## src/rtl/exsync_pkg.sv

```systemverilog
package exsync_pkg;
    typedef enum logic [2:0] {
        ST_IDLE,
        ST_WAIT,
        ST_SYNC,
        ST_SHIFT,
        ST_HOLD
    } rd_state_e;
endpackage

```

## src/rtl/dclk_edges.sv

```systemverilog
module dclk_edges (
    input  logic clk,
    input  logic rst_n,
    input  logic dclk_i,
    output logic rise_o,
    output logic fall_o,
    output logic tog_o
);
    logic dclk_q;

    always_ff @(posedge clk or negedge rst_n) begin
        if (!rst_n) dclk_q <= 1'b0;
        else        dclk_q <= dclk_i;
    end

    assign rise_o = dclk_i & ~dclk_q;
    assign fall_o = ~dclk_i & dclk_q;
    assign tog_o  = dclk_i ^ dclk_q;
endmodule

```

## src/rtl/sync_arm.sv

```systemverilog
module sync_arm (
    input  logic clk,
    input  logic rst_n,
    input  logic tog_i,
    input  logic cs_n_i,
    input  logic rc_i,
    output logic armed_o
);
    logic cs_q;
    logic rc_q;
    logic set_w;
    logic clr_w;

    always_ff @(posedge clk or negedge rst_n) begin
        if (!rst_n) begin
            cs_q <= 1'b1;
            rc_q <= 1'b1;
        end else begin
            cs_q <= cs_n_i;
            rc_q <= rc_i;
        end
    end

    assign set_w = tog_i & (cs_n_i | ~rc_i);
    assign clr_w = (cs_n_i & ~cs_q) | (~cs_n_i & ~rc_i & rc_q);

    always_ff @(posedge clk or negedge rst_n) begin
        if (!rst_n)     armed_o <= 1'b0;
        else if (set_w) armed_o <= 1'b1;
        else if (clr_w) armed_o <= 1'b0;
    end

    // a qualifying transition always leaves the flag set
    a_r3_arm_on_toggle: assert property (@(posedge clk) disable iff (!rst_n)
        (tog_i && (cs_n_i || !rc_i)) |=> armed_o);

    // chip select rising without a transition disarms
    a_r8_cs_rise_clears: assert property (@(posedge clk) disable iff (!rst_n)
        (!tog_i && cs_n_i && !$past(cs_n_i)) |=> !armed_o);
endmodule

```

## src/rtl/bit_sequencer.sv

```systemverilog
module bit_sequencer
    import exsync_pkg::*;
#(
    parameter int WORD_W = 16
) (
    input  logic              clk,
    input  logic              rst_n,
    input  logic              win_i,
    input  logic              rise_i,
    input  logic              armed_i,
    input  logic              busy_n_i,
    input  logic [WORD_W-1:0] cur_word_i,
    input  logic [WORD_W-1:0] prev_word_i,
    output logic              data_o,
    output logic              sync_o
);
    localparam int IDX_W = (WORD_W > 1) ? $clog2(WORD_W) : 1;
    localparam logic [IDX_W-1:0] TOP_IDX = IDX_W'(WORD_W - 1);

    rd_state_e         state_q, state_d;
    logic [IDX_W-1:0]  idx_q, idx_d;
    logic [WORD_W-1:0] word_q, word_d;

    always_ff @(posedge clk or negedge rst_n) begin
        if (!rst_n) begin
            state_q <= ST_IDLE;
            idx_q   <= '0;
            word_q  <= '0;
        end else begin
            state_q <= state_d;
            idx_q   <= idx_d;
            word_q  <= word_d;
        end
    end

    always_comb begin
        state_d = state_q;
        idx_d   = idx_q;
        word_d  = word_q;
        if (!win_i) begin
            state_d = ST_IDLE;
        end else begin
            unique case (state_q)
                ST_IDLE, ST_WAIT: begin
                    if (rise_i) begin
                        word_d  = busy_n_i ? cur_word_i : prev_word_i;
                        idx_d   = TOP_IDX;
                        state_d = armed_i ? ST_SYNC : ST_SHIFT;
                    end else begin
                        state_d = ST_WAIT;
                    end
                end
                ST_SYNC: begin
                    if (rise_i) state_d = ST_SHIFT;
                end
                ST_SHIFT: begin
                    if (rise_i) begin
                        if (idx_q == '0) state_d = ST_HOLD;
                        else             idx_d   = idx_q - 1'b1;
                    end
                end
                ST_HOLD: begin
                    state_d = ST_HOLD;
                end
                default: state_d = ST_IDLE;
            endcase
        end
    end

    always_comb begin
        data_o = 1'b0;
        sync_o = 1'b0;
        unique case (state_q)
            ST_IDLE, ST_WAIT: begin
                data_o = 1'b0;
                sync_o = 1'b0;
            end
            ST_SYNC:  sync_o = 1'b1;
            ST_SHIFT: data_o = word_q[idx_q];
            ST_HOLD:  data_o = word_q[0];
            default: begin
                data_o = 1'b0;
                sync_o = 1'b0;
            end
        endcase
    end

    // marker only follows an armed flag
    a_r4_sync_from_arm: assert property (@(posedge clk) disable iff (!rst_n)
        $rose(sync_o) |-> $past(armed_i));

    // without a rising edge an active sequencer does not move
    a_r9_only_rise_advances: assert property (@(posedge clk) disable iff (!rst_n)
        (win_i && !rise_i && state_q != ST_IDLE) |=> (state_q == $past(state_q)));

    // the held LSB stays put
    a_r7_hold_stable: assert property (@(posedge clk) disable iff (!rst_n)
        (state_q == ST_HOLD && win_i) |=> (data_o == $past(data_o)));
endmodule

```

## src/rtl/exsync_serializer.sv

```systemverilog
module exsync_serializer #(
    parameter int WORD_W = 16
) (
    input  logic              clk,
    input  logic              rst_n,
    input  logic              dclk,
    input  logic              cs_n,
    input  logic              rc,
    input  logic              busy_n,
    input  logic [WORD_W-1:0] cur_word,
    input  logic [WORD_W-1:0] prev_word,
    output logic              data_out,
    output logic              sync_out
);
    logic rise_w;
    logic fall_w;
    logic tog_w;
    logic armed_w;
    logic win_w;

    assign win_w = ~cs_n & rc;

    dclk_edges u_edges (
        .clk    (clk),
        .rst_n  (rst_n),
        .dclk_i (dclk),
        .rise_o (rise_w),
        .fall_o (fall_w),
        .tog_o  (tog_w)
    );

    sync_arm u_arm (
        .clk     (clk),
        .rst_n   (rst_n),
        .tog_i   (tog_w),
        .cs_n_i  (cs_n),
        .rc_i    (rc),
        .armed_o (armed_w)
    );

    bit_sequencer #(.WORD_W(WORD_W)) u_seq (
        .clk         (clk),
        .rst_n       (rst_n),
        .win_i       (win_w),
        .rise_i      (rise_w),
        .armed_i     (armed_w),
        .busy_n_i    (busy_n),
        .cur_word_i  (cur_word),
        .prev_word_i (prev_word),
        .data_o      (data_out),
        .sync_o      (sync_out)
    );

    // closed window silences both outputs on the next cycle
    a_r1_closed_quiet: assert property (@(posedge clk) disable iff (!rst_n)
        !win_w |=> (!data_out && !sync_out));

    // a falling edge alone never raises the marker
    a_r9_fall_no_marker: assert property (@(posedge clk) disable iff (!rst_n)
        (fall_w && !sync_out) |=> !sync_out);
endmodule

```

## config.mk

```make
export PLATFORM = sky130hd
export DESIGN_NAME = exsync_serializer
export DESIGN_NICKNAME = d
export VERILOG_FILES = /design/src/rtl/exsync_pkg.sv /design/src/rtl/dclk_edges.sv /design/src/rtl/sync_arm.sv /design/src/rtl/bit_sequencer.sv /design/src/rtl/exsync_serializer.sv
export SDC_FILE = /design/constraint.sdc
export NUM_CORES = 1
export LEC_CHECK = 0
export BUFFER_PORTS_ARGS = -buffer_cell sky130_fd_sc_hd__buf_2
export CORE_UTILIZATION = 45
export CTS_BUF_LIST = sky130_fd_sc_hd__clkbuf_2
export DETAILED_ROUTE_END_ITERATION = 8
export PLACE_DENSITY = 0.81
export SLEW_MARGIN = 10
export SYNTH_ARGS = -nofsm -noshare
export SYNTH_HDL_FRONTEND = slang
export SYNTH_SLANG_ARGS = --single-unit
export TNS_END_PERCENT = 1
```

## constraint.sdc

```tcl
create_clock -name clk -period 1.6 [get_ports clk]
set_clock_uncertainty 0.1 [all_clocks]
set_input_delay 0.24 -clock clk [delete_from_list [all_inputs] [get_ports clk]]
set_output_delay 0.24 -clock clk [all_outputs]
set_load 0.05 [all_outputs]
```

==> run_results.csv <==
group,metric,value,unit
floorplan,die_area,3570,µm²
floorplan,initial_utilization,0.484,
critical_path,crit_path_start_kind,"register",
routing,drt-vias-per-instance,5.25,
floorplan,ioPinCount,40,
critical_path,cp-end-kind,"output pin",
sta,final-max-slew-violation-count,0,
critical_path,path_class,"reg -> out",
synth,ys_seq_area_frac,0.451,
routing,firstDrtPassIters,7,
sta,slew_headroom,0.602,
pwr,leakagePower,1.03,nW
global_routing,gr-total-overflow,0,
global_routing,grt_pass1_wl,5750,µm
synth,synth.avg_cell_area,10.0,µm²
cts,clkSlewWorstSetupHoldPaths,0.25,ns
floorplan,fp.dieH,59.8,µm
synth,synth-edff-count,0,
sta,finalSetupViolations,9,
critical_path,cp.arrival,1.76,ns
cts,cts_root_buf,"clkbuf_2",
synth,async_flop_share,1.00,
finish,nNetsFinal,249,
synth,synthesis.nets,190,
min_path,worstHoldPathType,"in -> reg",
sta,timing.hold.ws,0.0573,ns
global_routing,grt_pass1_vias,1302,
routing,drt_iter0_drc,21,
synth,yosysUniqueCellTypes,38,
placed_design,port_buffers,39,
finish,drive_gt1_frac,0.375,
cts,clock_path_buffers,2,
sta,tns,-1.25,ns
finish,final_util,0.652,
sta,period_share,1.31,
finish,final_cells,252,
placed_design,gp_congestion,0.901,
floorplan,core_region_area,3100,µm²
finish,area_growth,34.6,%
placed_design,hpwl,2410,µm
synth,synth_flop_cell,"dfrtp_1",
critical_path,crit_fanout,4,
cts,cts.sinks,27,
pwr,p_per_area,823,nW/µm²
cts,htree_levels,1,
job,max_cap_violations,0,
floorplan,rows,20,
routing,wirelength,3370,µm
routing,vias,1323,
finish,antennaDiodeCount,0,
critical_path,cp.required,1.26,ns
run_status,outcome,"finished with violations",
cts,clk_latency,0.35,ns
sta,hold_viol_final,0,
global_routing,grt_usage,0.216,
sta,rsz0062_at_grt,"true",
routing,antenna_left,0,
placed_design,pre_cts_ws,-0.209,ns
synth,ys_warn_count,0,
routing,routedWlPerCell,13.4,µm
placed_design,dp_cells,242,
synth,yosys_register_bits,27,
cts,cts_buffers,3,
routing,remaining_drc_errors,0,
run_status,failed_checks,"negative setup slack",
sta,worst_pin_slew,0.597,ns
sta,period_minus_slack,2.10,ns
synth,syn_inst,150,
sta,fmax,0.476,GHz
sta,final.setup.worst_slack,-0.503,ns
floorplan,die_w,59.8,µm
cts,cts_tree,"done",
global_routing,grt_max_degree,29,
pwr,worst_ir_drop_vdd,637,µV
finish,n_fill_cell,263,
global_routing,antenna_found_initial,0,
synth,syn_area,1500,µm²
-- worst max-delay path: stages (launching register included) --
cell       delay (ns)
dfrtp_1          0.48
buf_6            0.15
mux2_4           0.29
a2bb2oi_1        0.13
nand3_1          0.09
nand3_1          0.10
buf_6            0.17
-- power by group --
| part | switching [W] | leakage (nW) | internal (W) |
|---|---|---|---|
| logic | 0.000233 | 0.713 | 0.000290 |
| clock network | 0.000201 | 0.0164 | 0.0000567 |
| registers | 0.0000810 | 0.301 | 0.000801 |
-- cell families after synthesis --
kind of cell | count (synthesis) | synth area share
adder cells (fa/ha/maj) | 2 | 0.0167
buffers and inverters | 13 | 0.0425
AO/OA/AOI/OAI | 32 | 0.138
XOR/XNOR | 1 | 0.00583
multiplexers | 26 | 0.178
AND/OR/NAND/NOR | 49 | 0.167
flip-flops | 27 | 0.451
-- worst paths after layout --
| path | start | to | slack, ns | cells past startpoint |
|---|---|---|---|---|
| hold / removal | prev_word[5] | u_seq.word_q[5] | 0.06 | 3 |
| setup / recovery | u_seq.idx_q[0] | data_out | -0.50 | 6 |
| hold reg to reg | u_seq.word_q[10] | u_seq.word_q[10] | 0.46 | 2 |
| setup reg to reg | u_seq.idx_q[0] | u_seq.idx_q[1] | -0.21 | 6 |
| min in group asynchronous | rst_n | u_arm.armed_o | 0.29 | 2 |
| max in group asynchronous | rst_n | u_seq.word_q[12] | 0.73 | 2 |
-- cells in the mapped netlist, drive strengths merged (3+ instances only) --
cell type,number,area (µm²)
a22oi,3,22.5
inv,5,18.8
mux2i,23,230
nor2,23,86.3
nor2b,3,18.8
a21oi,16,80.1
nand3,5,25.0
o21ai,3,15.0
nand2,6,22.5
dfrtp,25,626
buf,7,40.0
mux2,3,37.5
nor3b,3,27.5
-- sequential cells by signal, summed over array words and instances (netlist names) --
signal	count
u_arm.cs_q	1
u_arm.rc_q	1
u_seq.idx_q	4
u_edges.dclk_q	1
u_seq.word_q	16
u_seq.state_q	3
u_arm.armed_o	1
-- area by class of cell --
class,instances,area [µm²],share of cell area
tap,44,55.1,0.0272
clock inverter,1,5.00,0.00248
clock buffer,3,15.0,0.00743
sequential,27,678,0.335
timing repair buffer,62,425,0.210
inverter,5,18.8,0.00928
multi-input combinational,110,825,0.408
-- routing by layer --
layer,part of all wire,vias up,track usage,wire length (µm)
met5,0,-,0,0
met2,0.49,43,0.343,1660
li1,-,645,-,-
met4,0.019,0,0.0997,65
met1,0.45,629,0.289,1510
met3,0.041,6,0.0368,137
-- cells in the final DEF (no fill, tap or decap), types with 2 or more instances in the layout --
| cell type | netlist | routed |
|---|---|---|
| mux2_4 | 1 | 3 |
| dfrtp_1 | 25 | 25 |
| a22oi_1 | 3 | 3 |
| dfstp_2 | 2 | 2 |
| nand2_1 | 6 | 6 |
| dlygate4sd3_1 | 0 | 4 |
| mux2i_1 | 23 | 23 |
| nor2_1 | 23 | 23 |
| inv_1 | 5 | 5 |
| nand3_1 | 5 | 5 |
| buf_6 | 1 | 8 |
| nor2b_1 | 3 | 2 |
| nor3b_4 | 0 | 3 |
| a21oi_1 | 16 | 16 |
| o21ai_0 | 3 | 2 |
| buf_2 | 5 | 37 |
| clkbuf_2 | 1 | 3 |
| buf_4 | 0 | 12 |
-- repair_timing --
| action | CTS | global route |
|---|---|---|
| pin swaps | 7 | 3 |
| resized for setup | 21 | 6 |
| endpoints found under the hold margin | 28 | 0 |
| buffers inserted | 0 | 2 |
| endpoints found under the setup margin | 20 | 23 |
| hold buffers | 4 | 0 |
-- stage by stage --
stage | total power [W] | cell area [µm²]
4_1_cts | 0.00164 | 1980
6_report | 0.00166 | 2020
3_3_place_gp | 0.00132 | 1840
2_1_floorplan | 0.00117 | 1510
5_1_grt | 0.00177 | 2020
3_5_place_dp | 0.00133 | 1840
Note: power is estimated with default switching activity, not from simulation.
